[config.mk]
export PLATFORM = sky130hd
export DESIGN_NAME = pwr_i2c_target
export DESIGN_NICKNAME = d
export VERILOG_FILES = /design/src/rtl/pm_pkg.sv /design/src/rtl/pm_sync.sv /design/src/rtl/pm_i2c_link.sv /design/src/rtl/pm_regs.sv /design/src/rtl/pwr_i2c_target.sv
export SDC_FILE = /design/constraint.sdc
export NUM_CORES = 2
export LEC_CHECK = 0
export BUFFER_PORTS_ARGS = -buffer_cell sky130_fd_sc_hd__clkbuf_2
export CORE_MARGIN = 8
export CORE_UTILIZATION = 60
export CTS_CLUSTER_SIZE = 24
export DETAILED_ROUTE_END_ITERATION = 10
export HOLD_SLACK_MARGIN = 0.1
export PLACE_DENSITY = 0.76
export SETUP_SLACK_MARGIN = 0.05
export SYNTH_ARGS = -nofsm -noshare
export SYNTH_HDL_FRONTEND = slang
export SYNTH_SLANG_ARGS = --single-unit
[constraint.sdc]
create_clock -name clk_i -period 3.6 [get_ports clk_i]
set_input_delay 0.54 -clock clk_i [delete_from_list [all_inputs] [get_ports clk_i]]
set_output_delay 0.54 -clock clk_i [all_outputs]
set_load 0.01 [all_outputs]
[src/rtl/pm_pkg.sv]
package pm_pkg;

  typedef enum logic [1:0] {
    LED_OFF   = 2'd0,
    LED_ON    = 2'd1,
    LED_PULSE = 2'd2
  } led_mode_e;

  typedef enum logic [1:0] {
    BK_INDEX = 2'd0,
    BK_DATA  = 2'd1,
    BK_EXTRA = 2'd2
  } byte_kind_e;

  localparam logic [7:0] IX_DRV_ON     = 8'h00;
  localparam logic [7:0] IX_DRV_OFF    = 8'h01;
  localparam logic [7:0] IX_EJECT      = 8'h02;
  localparam logic [7:0] IX_PWR_ON     = 8'h10;
  localparam logic [7:0] IX_PWR_OFF    = 8'h12;
  localparam logic [7:0] IX_PWR_PULSE  = 8'h13;
  localparam logic [7:0] IX_AUX_OFF    = 8'h14;
  localparam logic [7:0] IX_AUX_ON     = 8'h15;
  localparam logic [7:0] IX_AUX_PULSE  = 8'h16;
  localparam logic [7:0] IX_STBY_ON    = 8'h1E;
  localparam logic [7:0] IX_STBY_PULSE = 8'h1F;
  localparam logic [7:0] IX_BT_RST     = 8'h20;
  localparam logic [7:0] IX_WIFI_RST   = 8'h21;
  localparam logic [7:0] IX_WIFI2_RST  = 8'h22;
  localparam logic [7:0] IX_REVISION   = 8'h40;
  localparam logic [7:0] IX_EVENTS     = 8'h41;
  localparam logic [7:0] IX_USB        = 8'h43;
  localparam logic [7:0] IX_NOTIF      = 8'h44;

endpackage

[src/rtl/pm_sync.sv]
module pm_sync #(
  parameter int             W       = 1,
  parameter logic [W-1:0]   RST_VAL = '0
) (
  input  logic         clk_i,
  input  logic         rst_ni,
  input  logic [W-1:0] d_i,
  output logic [W-1:0] q_o
);
  logic [W-1:0] meta_q, sync_q;

  always_ff @(posedge clk_i or negedge rst_ni) begin
    if (!rst_ni) begin
      meta_q <= RST_VAL;
      sync_q <= RST_VAL;
    end else begin
      meta_q <= d_i;
      sync_q <= meta_q;
    end
  end

  assign q_o = sync_q;
endmodule

[src/rtl/pm_i2c_link.sv]
module pm_i2c_link
  import pm_pkg::*;
#(
  parameter logic [6:0] DEV_ADDR = 7'h50
) (
  input  logic       clk_i,
  input  logic       rst_ni,
  input  logic       scl_i,
  input  logic       sda_i,
  output logic       sda_oe_o,
  output logic       wr_valid_o,
  output logic [7:0] wr_byte_o,
  output byte_kind_e wr_kind_o,
  output logic       rd_load_o,
  input  logic [7:0] rd_data_i,
  output logic       rd_done_o
);
  typedef enum logic [2:0] {
    L_IDLE, L_ADDR, L_WBYTE, L_ACKOUT, L_RBYTE, L_ACKIN
  } lstate_e;

  lstate_e    st_q;
  logic       scl_q, sda_q;
  logic [3:0] bcnt_q;
  logic [7:0] sh_q;
  logic       rw_q, oe_q, mnack_q;
  logic       seen_idx_q, seen_dat_q;

  logic start_det, stop_det, scl_rise, scl_fall;

  assign start_det = scl_i & scl_q & sda_q & ~sda_i;
  assign stop_det  = scl_i & scl_q & ~sda_q & sda_i;
  assign scl_rise  = scl_i & ~scl_q;
  assign scl_fall  = ~scl_i & scl_q;

  always_ff @(posedge clk_i or negedge rst_ni) begin
    if (!rst_ni) begin
      scl_q <= 1'b1;
      sda_q <= 1'b1;
    end else begin
      scl_q <= scl_i;
      sda_q <= sda_i;
    end
  end

  always_ff @(posedge clk_i or negedge rst_ni) begin
    if (!rst_ni) begin
      st_q       <= L_IDLE;
      bcnt_q     <= '0;
      sh_q       <= '0;
      rw_q       <= 1'b0;
      oe_q       <= 1'b0;
      mnack_q    <= 1'b1;
      seen_idx_q <= 1'b0;
      seen_dat_q <= 1'b0;
      wr_valid_o <= 1'b0;
      wr_byte_o  <= '0;
      wr_kind_o  <= BK_INDEX;
      rd_load_o  <= 1'b0;
      rd_done_o  <= 1'b0;
    end else begin
      wr_valid_o <= 1'b0;
      rd_load_o  <= 1'b0;
      rd_done_o  <= 1'b0;
      if (start_det) begin
        st_q       <= L_ADDR;
        bcnt_q     <= '0;
        oe_q       <= 1'b0;
        seen_idx_q <= 1'b0;
        seen_dat_q <= 1'b0;
      end else if (stop_det) begin
        st_q <= L_IDLE;
        oe_q <= 1'b0;
      end else begin
        unique case (st_q)
          L_ADDR, L_WBYTE: begin
            if (scl_rise && bcnt_q < 4'd8) begin
              sh_q   <= {sh_q[6:0], sda_i};
              bcnt_q <= bcnt_q + 4'd1;
            end else if (scl_fall && bcnt_q == 4'd8) begin
              if (st_q == L_ADDR) begin
                if (sh_q[7:1] == DEV_ADDR) begin
                  oe_q <= 1'b1;
                  rw_q <= sh_q[0];
                  st_q <= L_ACKOUT;
                end else begin
                  st_q <= L_IDLE;
                end
              end else begin
                wr_valid_o <= 1'b1;
                wr_byte_o  <= sh_q;
                if (!seen_idx_q) begin
                  wr_kind_o  <= BK_INDEX;
                  seen_idx_q <= 1'b1;
                end else if (!seen_dat_q) begin
                  wr_kind_o  <= BK_DATA;
                  seen_dat_q <= 1'b1;
                end else begin
                  wr_kind_o <= BK_EXTRA;
                end
                oe_q <= 1'b1;
                st_q <= L_ACKOUT;
              end
            end
          end
          L_ACKOUT: begin
            if (scl_fall) begin
              if (rw_q) begin
                sh_q      <= rd_data_i;
                oe_q      <= ~rd_data_i[7];
                bcnt_q    <= 4'd1;
                rd_load_o <= 1'b1;
                st_q      <= L_RBYTE;
              end else begin
                oe_q   <= 1'b0;
                bcnt_q <= '0;
                st_q   <= L_WBYTE;
              end
            end
          end
          L_RBYTE: begin
            if (scl_fall) begin
              if (bcnt_q < 4'd8) begin
                oe_q   <= ~sh_q[6];
                sh_q   <= {sh_q[6:0], 1'b0};
                bcnt_q <= bcnt_q + 4'd1;
              end else begin
                oe_q      <= 1'b0;
                rd_done_o <= 1'b1;
                st_q      <= L_ACKIN;
              end
            end
          end
          L_ACKIN: begin
            if (scl_rise) begin
              mnack_q <= sda_i;
            end else if (scl_fall) begin
              if (!mnack_q) begin
                sh_q      <= rd_data_i;
                oe_q      <= ~rd_data_i[7];
                bcnt_q    <= 4'd1;
                rd_load_o <= 1'b1;
                st_q      <= L_RBYTE;
              end else begin
                st_q <= L_IDLE;
              end
            end
          end
          default: ;
        endcase
      end
    end
  end

  assign sda_oe_o = oe_q;
endmodule

[src/rtl/pm_regs.sv]
module pm_regs
  import pm_pkg::*;
#(
  parameter logic [7:0] REVISION      = 8'hC5,
  parameter int         N_EVT         = 7,
  parameter int         SCRATCH_BASE  = 128,
  parameter int         SCRATCH_DEPTH = 128
) (
  input  logic             clk_i,
  input  logic             rst_ni,
  input  logic             wr_valid_i,
  input  logic [7:0]       wr_byte_i,
  input  byte_kind_e       wr_kind_i,
  input  logic             rd_load_i,
  input  logic             rd_done_i,
  output logic [7:0]       rd_data_o,
  input  logic [N_EVT-1:0] evt_i,
  output logic             drive_pwr_o,
  output logic             eject_o,
  output logic             bt_rst_o,
  output logic             wifi_rst_o,
  output logic             wifi2_rst_o,
  output led_mode_e        led_pwr_o,
  output led_mode_e        led_aux_o,
  output led_mode_e        led_stby_o,
  output logic [1:0]       usb_pwr_o,
  output logic [5:0]       notif_o
);
  // Scratch bank must be aligned to its own size.
  localparam int SAW         = $clog2(SCRATCH_DEPTH);
  localparam int SCRATCH_END = SCRATCH_BASE + SCRATCH_DEPTH;

  logic [7:0]       idx_q;
  logic [7:0]       scratch_q [SCRATCH_DEPTH];
  logic [N_EVT-1:0] evt_q, evt_rise, flags_q, snap_q;
  logic             in_scratch;

  function automatic logic is_cmd(input logic [7:0] x);
    case (x)
      IX_DRV_ON, IX_DRV_OFF, IX_EJECT,
      IX_PWR_ON, IX_PWR_OFF, IX_PWR_PULSE,
      IX_AUX_OFF, IX_AUX_ON, IX_AUX_PULSE,
      IX_STBY_ON, IX_STBY_PULSE,
      IX_BT_RST, IX_WIFI_RST, IX_WIFI2_RST: return 1'b1;
      default: return 1'b0;
    endcase
  endfunction

  assign in_scratch = (int'(idx_q) >= SCRATCH_BASE) && (int'(idx_q) < SCRATCH_END);

  // Rising-edge detect per event line
  for (genvar g = 0; g < N_EVT; g++) begin : g_evt
    always_ff @(posedge clk_i or negedge rst_ni) begin
      if (!rst_ni) evt_q[g] <= 1'b0;
      else         evt_q[g] <= evt_i[g];
    end
    assign evt_rise[g] = evt_i[g] & ~evt_q[g];
  end

  // Flags: set on edge, cleared for the bits sent once the byte is out
  always_ff @(posedge clk_i or negedge rst_ni) begin
    if (!rst_ni) begin
      flags_q <= '0;
      snap_q  <= '0;
    end else begin
      if (rd_load_i) snap_q <= (idx_q == IX_EVENTS) ? flags_q : '0;
      flags_q <= (flags_q & ~(rd_done_i ? snap_q : '0)) | evt_rise;
    end
  end

  // Index, commands and control registers
  always_ff @(posedge clk_i or negedge rst_ni) begin
    if (!rst_ni) begin
      idx_q       <= '0;
      drive_pwr_o <= 1'b0;
      eject_o     <= 1'b0;
      bt_rst_o    <= 1'b0;
      wifi_rst_o  <= 1'b0;
      wifi2_rst_o <= 1'b0;
      led_pwr_o   <= LED_OFF;
      led_aux_o   <= LED_OFF;
      led_stby_o  <= LED_OFF;
      usb_pwr_o   <= '0;
      notif_o     <= '0;
    end else begin
      eject_o     <= 1'b0;
      bt_rst_o    <= 1'b0;
      wifi_rst_o  <= 1'b0;
      wifi2_rst_o <= 1'b0;
      if (wr_valid_i && wr_kind_i == BK_INDEX) begin
        idx_q <= wr_byte_i;
        case (wr_byte_i)
          IX_DRV_ON:     drive_pwr_o <= 1'b1;
          IX_DRV_OFF:    drive_pwr_o <= 1'b0;
          IX_EJECT:      eject_o     <= 1'b1;
          IX_PWR_ON:     led_pwr_o   <= LED_ON;
          IX_PWR_OFF:    led_pwr_o   <= LED_OFF;
          IX_PWR_PULSE:  led_pwr_o   <= LED_PULSE;
          IX_AUX_OFF:    led_aux_o   <= LED_OFF;
          IX_AUX_ON:     led_aux_o   <= LED_ON;
          IX_AUX_PULSE:  led_aux_o   <= LED_PULSE;
          IX_STBY_ON:    led_stby_o  <= LED_ON;
          IX_STBY_PULSE: led_stby_o  <= LED_PULSE;
          IX_BT_RST:     bt_rst_o    <= 1'b1;
          IX_WIFI_RST:   wifi_rst_o  <= 1'b1;
          IX_WIFI2_RST:  wifi2_rst_o <= 1'b1;
          default: ;
        endcase
      end else if (wr_valid_i && wr_kind_i == BK_DATA) begin
        case (idx_q)
          IX_USB:   usb_pwr_o <= wr_byte_i[1:0];
          IX_NOTIF: notif_o   <= wr_byte_i[5:0];
          default: ;
        endcase
      end
    end
  end

  // Scratch bank
  always_ff @(posedge clk_i or negedge rst_ni) begin
    if (!rst_ni) begin
      for (int i = 0; i < SCRATCH_DEPTH; i++) scratch_q[i] <= '0;
    end else if (wr_valid_i && wr_kind_i == BK_DATA && in_scratch) begin
      scratch_q[idx_q[SAW-1:0]] <= wr_byte_i;
    end
  end

  // Read mux
  always_comb begin
    rd_data_o = 8'h00;
    if (is_cmd(idx_q)) begin
      rd_data_o = 8'hFF;
    end else if (in_scratch) begin
      rd_data_o = scratch_q[idx_q[SAW-1:0]];
    end else begin
      case (idx_q)
        IX_REVISION: rd_data_o = REVISION;
        IX_EVENTS:   rd_data_o = 8'(flags_q);
        IX_USB:      rd_data_o = {6'b0, usb_pwr_o};
        IX_NOTIF:    rd_data_o = {2'b0, notif_o};
        default:     rd_data_o = 8'h00;
      endcase
    end
  end
endmodule

[src/rtl/pwr_i2c_target.sv]
module pwr_i2c_target
  import pm_pkg::*;
#(
  parameter logic [6:0] DEV_ADDR      = 7'h50,
  parameter logic [7:0] REVISION      = 8'hC5,
  parameter int         N_EVT         = 7,
  parameter int         SCRATCH_BASE  = 128,
  parameter int         SCRATCH_DEPTH = 128
) (
  input  logic             clk_i,
  input  logic             rst_ni,
  input  logic             scl_i,
  input  logic             sda_i,
  output logic             sda_oe_o,
  input  logic [N_EVT-1:0] evt_i,
  output logic             drive_pwr_o,
  output logic             eject_o,
  output logic             bt_rst_o,
  output logic             wifi_rst_o,
  output logic             wifi2_rst_o,
  output logic [1:0]       led_pwr_o,
  output logic [1:0]       led_aux_o,
  output logic [1:0]       led_stby_o,
  output logic [1:0]       usb_pwr_o,
  output logic [5:0]       notif_led_o
);
  logic             scl_s, sda_s;
  logic [N_EVT-1:0] evt_s;
  logic             wr_valid, rd_load, rd_done;
  logic [7:0]       wr_byte, rd_data;
  byte_kind_e       wr_kind;
  led_mode_e        m_pwr, m_aux, m_stby;

  pm_sync #(.W(2), .RST_VAL(2'b11)) i_bus_sync (
    .clk_i(clk_i), .rst_ni(rst_ni),
    .d_i({scl_i, sda_i}), .q_o({scl_s, sda_s})
  );

  pm_sync #(.W(N_EVT), .RST_VAL('0)) i_evt_sync (
    .clk_i(clk_i), .rst_ni(rst_ni), .d_i(evt_i), .q_o(evt_s)
  );

  pm_i2c_link #(.DEV_ADDR(DEV_ADDR)) i_link (
    .clk_i(clk_i), .rst_ni(rst_ni),
    .scl_i(scl_s), .sda_i(sda_s), .sda_oe_o(sda_oe_o),
    .wr_valid_o(wr_valid), .wr_byte_o(wr_byte), .wr_kind_o(wr_kind),
    .rd_load_o(rd_load), .rd_data_i(rd_data), .rd_done_o(rd_done)
  );

  pm_regs #(
    .REVISION(REVISION), .N_EVT(N_EVT),
    .SCRATCH_BASE(SCRATCH_BASE), .SCRATCH_DEPTH(SCRATCH_DEPTH)
  ) i_regs (
    .clk_i(clk_i), .rst_ni(rst_ni),
    .wr_valid_i(wr_valid), .wr_byte_i(wr_byte), .wr_kind_i(wr_kind),
    .rd_load_i(rd_load), .rd_done_i(rd_done), .rd_data_o(rd_data),
    .evt_i(evt_s),
    .drive_pwr_o(drive_pwr_o), .eject_o(eject_o),
    .bt_rst_o(bt_rst_o), .wifi_rst_o(wifi_rst_o), .wifi2_rst_o(wifi2_rst_o),
    .led_pwr_o(m_pwr), .led_aux_o(m_aux), .led_stby_o(m_stby),
    .usb_pwr_o(usb_pwr_o), .notif_o(notif_led_o)
  );

  assign led_pwr_o  = m_pwr;
  assign led_aux_o  = m_aux;
  assign led_stby_o = m_stby;
endmodule

==> key figures <==
Run status
  – Run status: complete, no violations

Clock network
  – Level count of the clock H-tree: 3
  – Clock root cell: clkbuf_16
  – Worst-Skew Late Latency: 0.71 ns
  – Clock transition at the registers of the reported paths: 0.06 ns
  – Post-CTS setup buffers: 0
  – Clock tree buffer depth: 3
  – Num CTS Buffers: 115
  – Num Clock Sinks: 1125
  – CTS tree: yes

Layout
  – Final core utilization: 67.45%
  – # diodes: 0
  – Layout cells sized above 1: 50.24%
  – Final net count: 3454
  – Area growth, synth to finish: 11.88%
  – Most common cell after layout, fill and taps aside: dfrtp_1
  – Fin cells: 4677
  – Commonest cells after routing, fill and taps aside: dfrtp_1, mux2_2, mux4_2

Synth
  – Main synth FF type: dfrtp_1
  – Number of distinct library cells after synthesis: 74
  – Post-Synthesis Cells: 3357
  – Adder-cell share of the synthesized area: 0.06846%
  – Yosys reg bits: 1125
  – Simple logic cell fraction of the synthesized area: 4.240%
  – Mapped Area: 51170 um^2
  – Compound-Gate Fraction of Synth Area: 1.963%
  – XOR/XNOR Fraction of Synth Area: 0.01711%
  – Syn nets: 3370
  – Mux cell area share after synthesis: 36.23%
  – Yosys warns: 0
  – Post-synth EDFFs: 0
  – Largest family of logic cells by synthesized area: multiplexers
  – Sequential area share after synthesis: 55.03%
  – Synth async-reset ratio: 100.0%
  – Mapped Avg Cell Area: 15.24 um^2

Floorplanning
  – Core area: 84880 um^2
  – Rows: 107
  – Starting Density: 60.29%
  – Die Area: 94890 um^2
  – Ports: 31
  – Die Wd: 308.0 um
  – Die height: 308.0 um

Power
  – Internal cell power: 19790 uW
  – Net Switching: 5452 uW
  – Clock share of power: 47.1%
  – Lkg Pwr: 0.02700 uW
  – Logic gate share of total power: 2.0%
  – Max IR drop VDD: 0.0004411 V
  – Sw Share: 21.60%
  – Power Total: 25240 uW
  – Power Dens Cells: 440.9 nW/um^2
  – Reg power frac: 50.9%

GRT
  – First-pass GRT wire length: 206.5 mm
  – Vias in the first global route: 33.09k
  – Overflow left after global routing: 0
  – GRT Overall Usage: 28.26%
  – Initial antenna violation count: 0
  – Pin count of the biggest net entering global routing: 111

Min path
  – Hold depth: 0
  – Worst hold path type: reg -> reg
  – Hold endpoint: i_evt_sync.q_o[1]
  – HP Start: i_evt_sync.meta_q[1]

STA
  – Clk_skew: 0.02950 ns
  – Slew of the pin with the lowest slew margin: 1.207 ns
  – Slew headroom: 19.50%
  – Fin crit period: 3.459 ns
  – RSZ-0062 raised after global routing: false
  – Period Utilization, post-route: 96.08%
  – Setup-failing EPs final: 0
  – Setup TNS: 0 ns
  – Fmax: 289.1 MHz
  – Slew Viols, Final: 0
  – Worst Setup Slack, final: 0.1410 ns
  – Hold Vio Cnt, Final: 0

Detailed routing
  – Final ANT Viol Nets: 0
  – DRC viols: 0
  – Wire length per cell: 28.11 um
  – Initial drt markers: 2625
  – Total iterations of the first detailed-routing run: 6
  – Routed vias: 30.69k
  – Final wirelength: 131.5 mm
  – Drt via density: 6.561

Worst setup path
  – Kind of critical path: reg -> reg
  – RR Endpoint: i_link.sh_q[5]
  – Setup slack, reg-to-reg: 0.14 ns
  – Worst reg2reg path startpoint: i_regs.idx_q[0]
  – CP Launch Type: flip-flop
  – Worst r2r path cells: 8
  – Crit. End Element: flip-flop
  – Worst path required time: 4.15 ns
  – Critical path peak fanout: 35
  – CP arrival: 4.01 ns

Job
  – Max-capacitance violation count: 0

Place
  – Placer Congestion: 0.9465
  – Cells after DPL: 4458
  – DP HPWL: 86.09 mm
  – IO buf count: 30
  – Post-Place Setup Slack: -0.05477 ns
[flip-flops by register name (all words and copies together), names as in the netlist, 2 cells and up]
signal             count
i_bus_sync.meta_q      2
i_bus_sync.q_o         2
i_evt_sync.meta_q      7
i_evt_sync.q_o         7
i_link.bcnt_q          4
i_link.sh_q            8
i_link.st_q            3
i_link.wr_byte_o       8
i_link.wr_kind_o       2
i_regs.evt_q           7
i_regs.flags_q         7
i_regs.idx_q           8
i_regs.led_aux_o       2
i_regs.led_pwr_o       2
i_regs.led_stby_o      2
i_regs.notif_o         6
i_regs.scratch_q    1024
i_regs.snap_q          7
i_regs.usb_pwr_o       2
[critical path, cell delays in order (launching register included)]
cell	delay (ns)
dfrtp_4	0.66
buf_12	0.33
mux4_2	0.55
mux4_2	0.49
nor2b_1	0.18
a2111oi_1	0.64
buf_4	0.23
a311o_1	0.12
a211oi_1	0.07
[cell families (layout without fill, tap and decap cells)]
| kind of cell | after synthesis | after routing |
|---|---|---|
| xor gates and xnor gates | 1 | 1 |
| DFF | 1125 | 1125 |
| buffers and inverters | 261 | 437 |
| AOI/OAI and AO/OA | 154 | 154 |
| muxes | 1365 | 1365 |
| adders and majority gates | 3 | 3 |
| and+or+nand+nor | 448 | 448 |
[how the worst max path moves through the flow]
stage,from,to,slack (ns),cells past startpoint
after floorplan,i_regs.idx_q[0],i_link.sh_q[4],0.96,8
after global placement,i_regs.idx_q[0],i_link.sh_q[5],-0.10,8
after detailed placement,i_regs.idx_q[0],i_link.sh_q[5],-0.05,8
after CTS,i_regs.idx_q[0],i_link.sh_q[5],0.12,8
after global routing,i_regs.idx_q[0],i_link.sh_q[5],0.07,8
final,i_regs.idx_q[0],i_link.sh_q[5],0.14,8
[stage by stage]
step | cell area (um^2) | hold WS [ns]
floorplan | 51170 | 0.2444
global placement | 53370 | 0.3414
detailed placement | 53370 | 0.3355
CTS | 57250 | 0.3582
global route | 57250 | 0.3675
finish | 57250 | 0.3571
[synth_stat cells (21+ instances only)]
library cell / count / area, um^2
o21ai_0: 54 / 270.3
a21oi_1: 21 / 105.1
inv_1: 24 / 90.09
mux2_2: 1038 / 11690
mux4_2: 285 / 6419
nor2_1: 90 / 337.8
buf_2: 46 / 230.2
dfrtp_1: 1118 / 27980
mux2i_1: 33 / 330.3
nor2_2: 46 / 287.8
nand2_1: 178 / 668.1
nand3_1: 34 / 170.2
clkbuf_1: 150 / 563.0
[layer usage]
metal  vias to the layer above  global-route usage (%)  routed length (um)
met5                         -                       0                   0
met4                         0                   10.36                5516
met3                       368                   6.013                9602
met2                      1149                   43.89               61770
met1                     16554                   39.66               54590
li1                      12617                       -                   -
[power by group through the flow]
stage	Combinational, uW	Clock, uW	Sequential, uW
after floorplan	162	0	13000
after global placement	469	0	13100
after detailed placement	498	0	13100
after CTS	509	12000	12800
after global routing	578	12600	12900
final	499	11900	12800
[layout make-up]
class,count,area (um^2)
Tap cell,1144,1431
Clock inverter,34,341.6
Inverter,27,102.6
Sequential cell,1125,28200
Fill cell,5679,27630
Timing Repair Buffer,201,1957
Clock buffer,175,3438
Multi-Input combinational cell,1971,21780
[what timing repair did]
| item | CTS | global route |
|---|---|---|
| hold buffers | 10 | 0 |
| hold endpoints to repair | 60 | 0 |
| endpoints found under the setup margin | 1 | 0 |
| gates resized for setup | 1 | 0 |
Note: power is estimated with default switching activity, not from simulation.
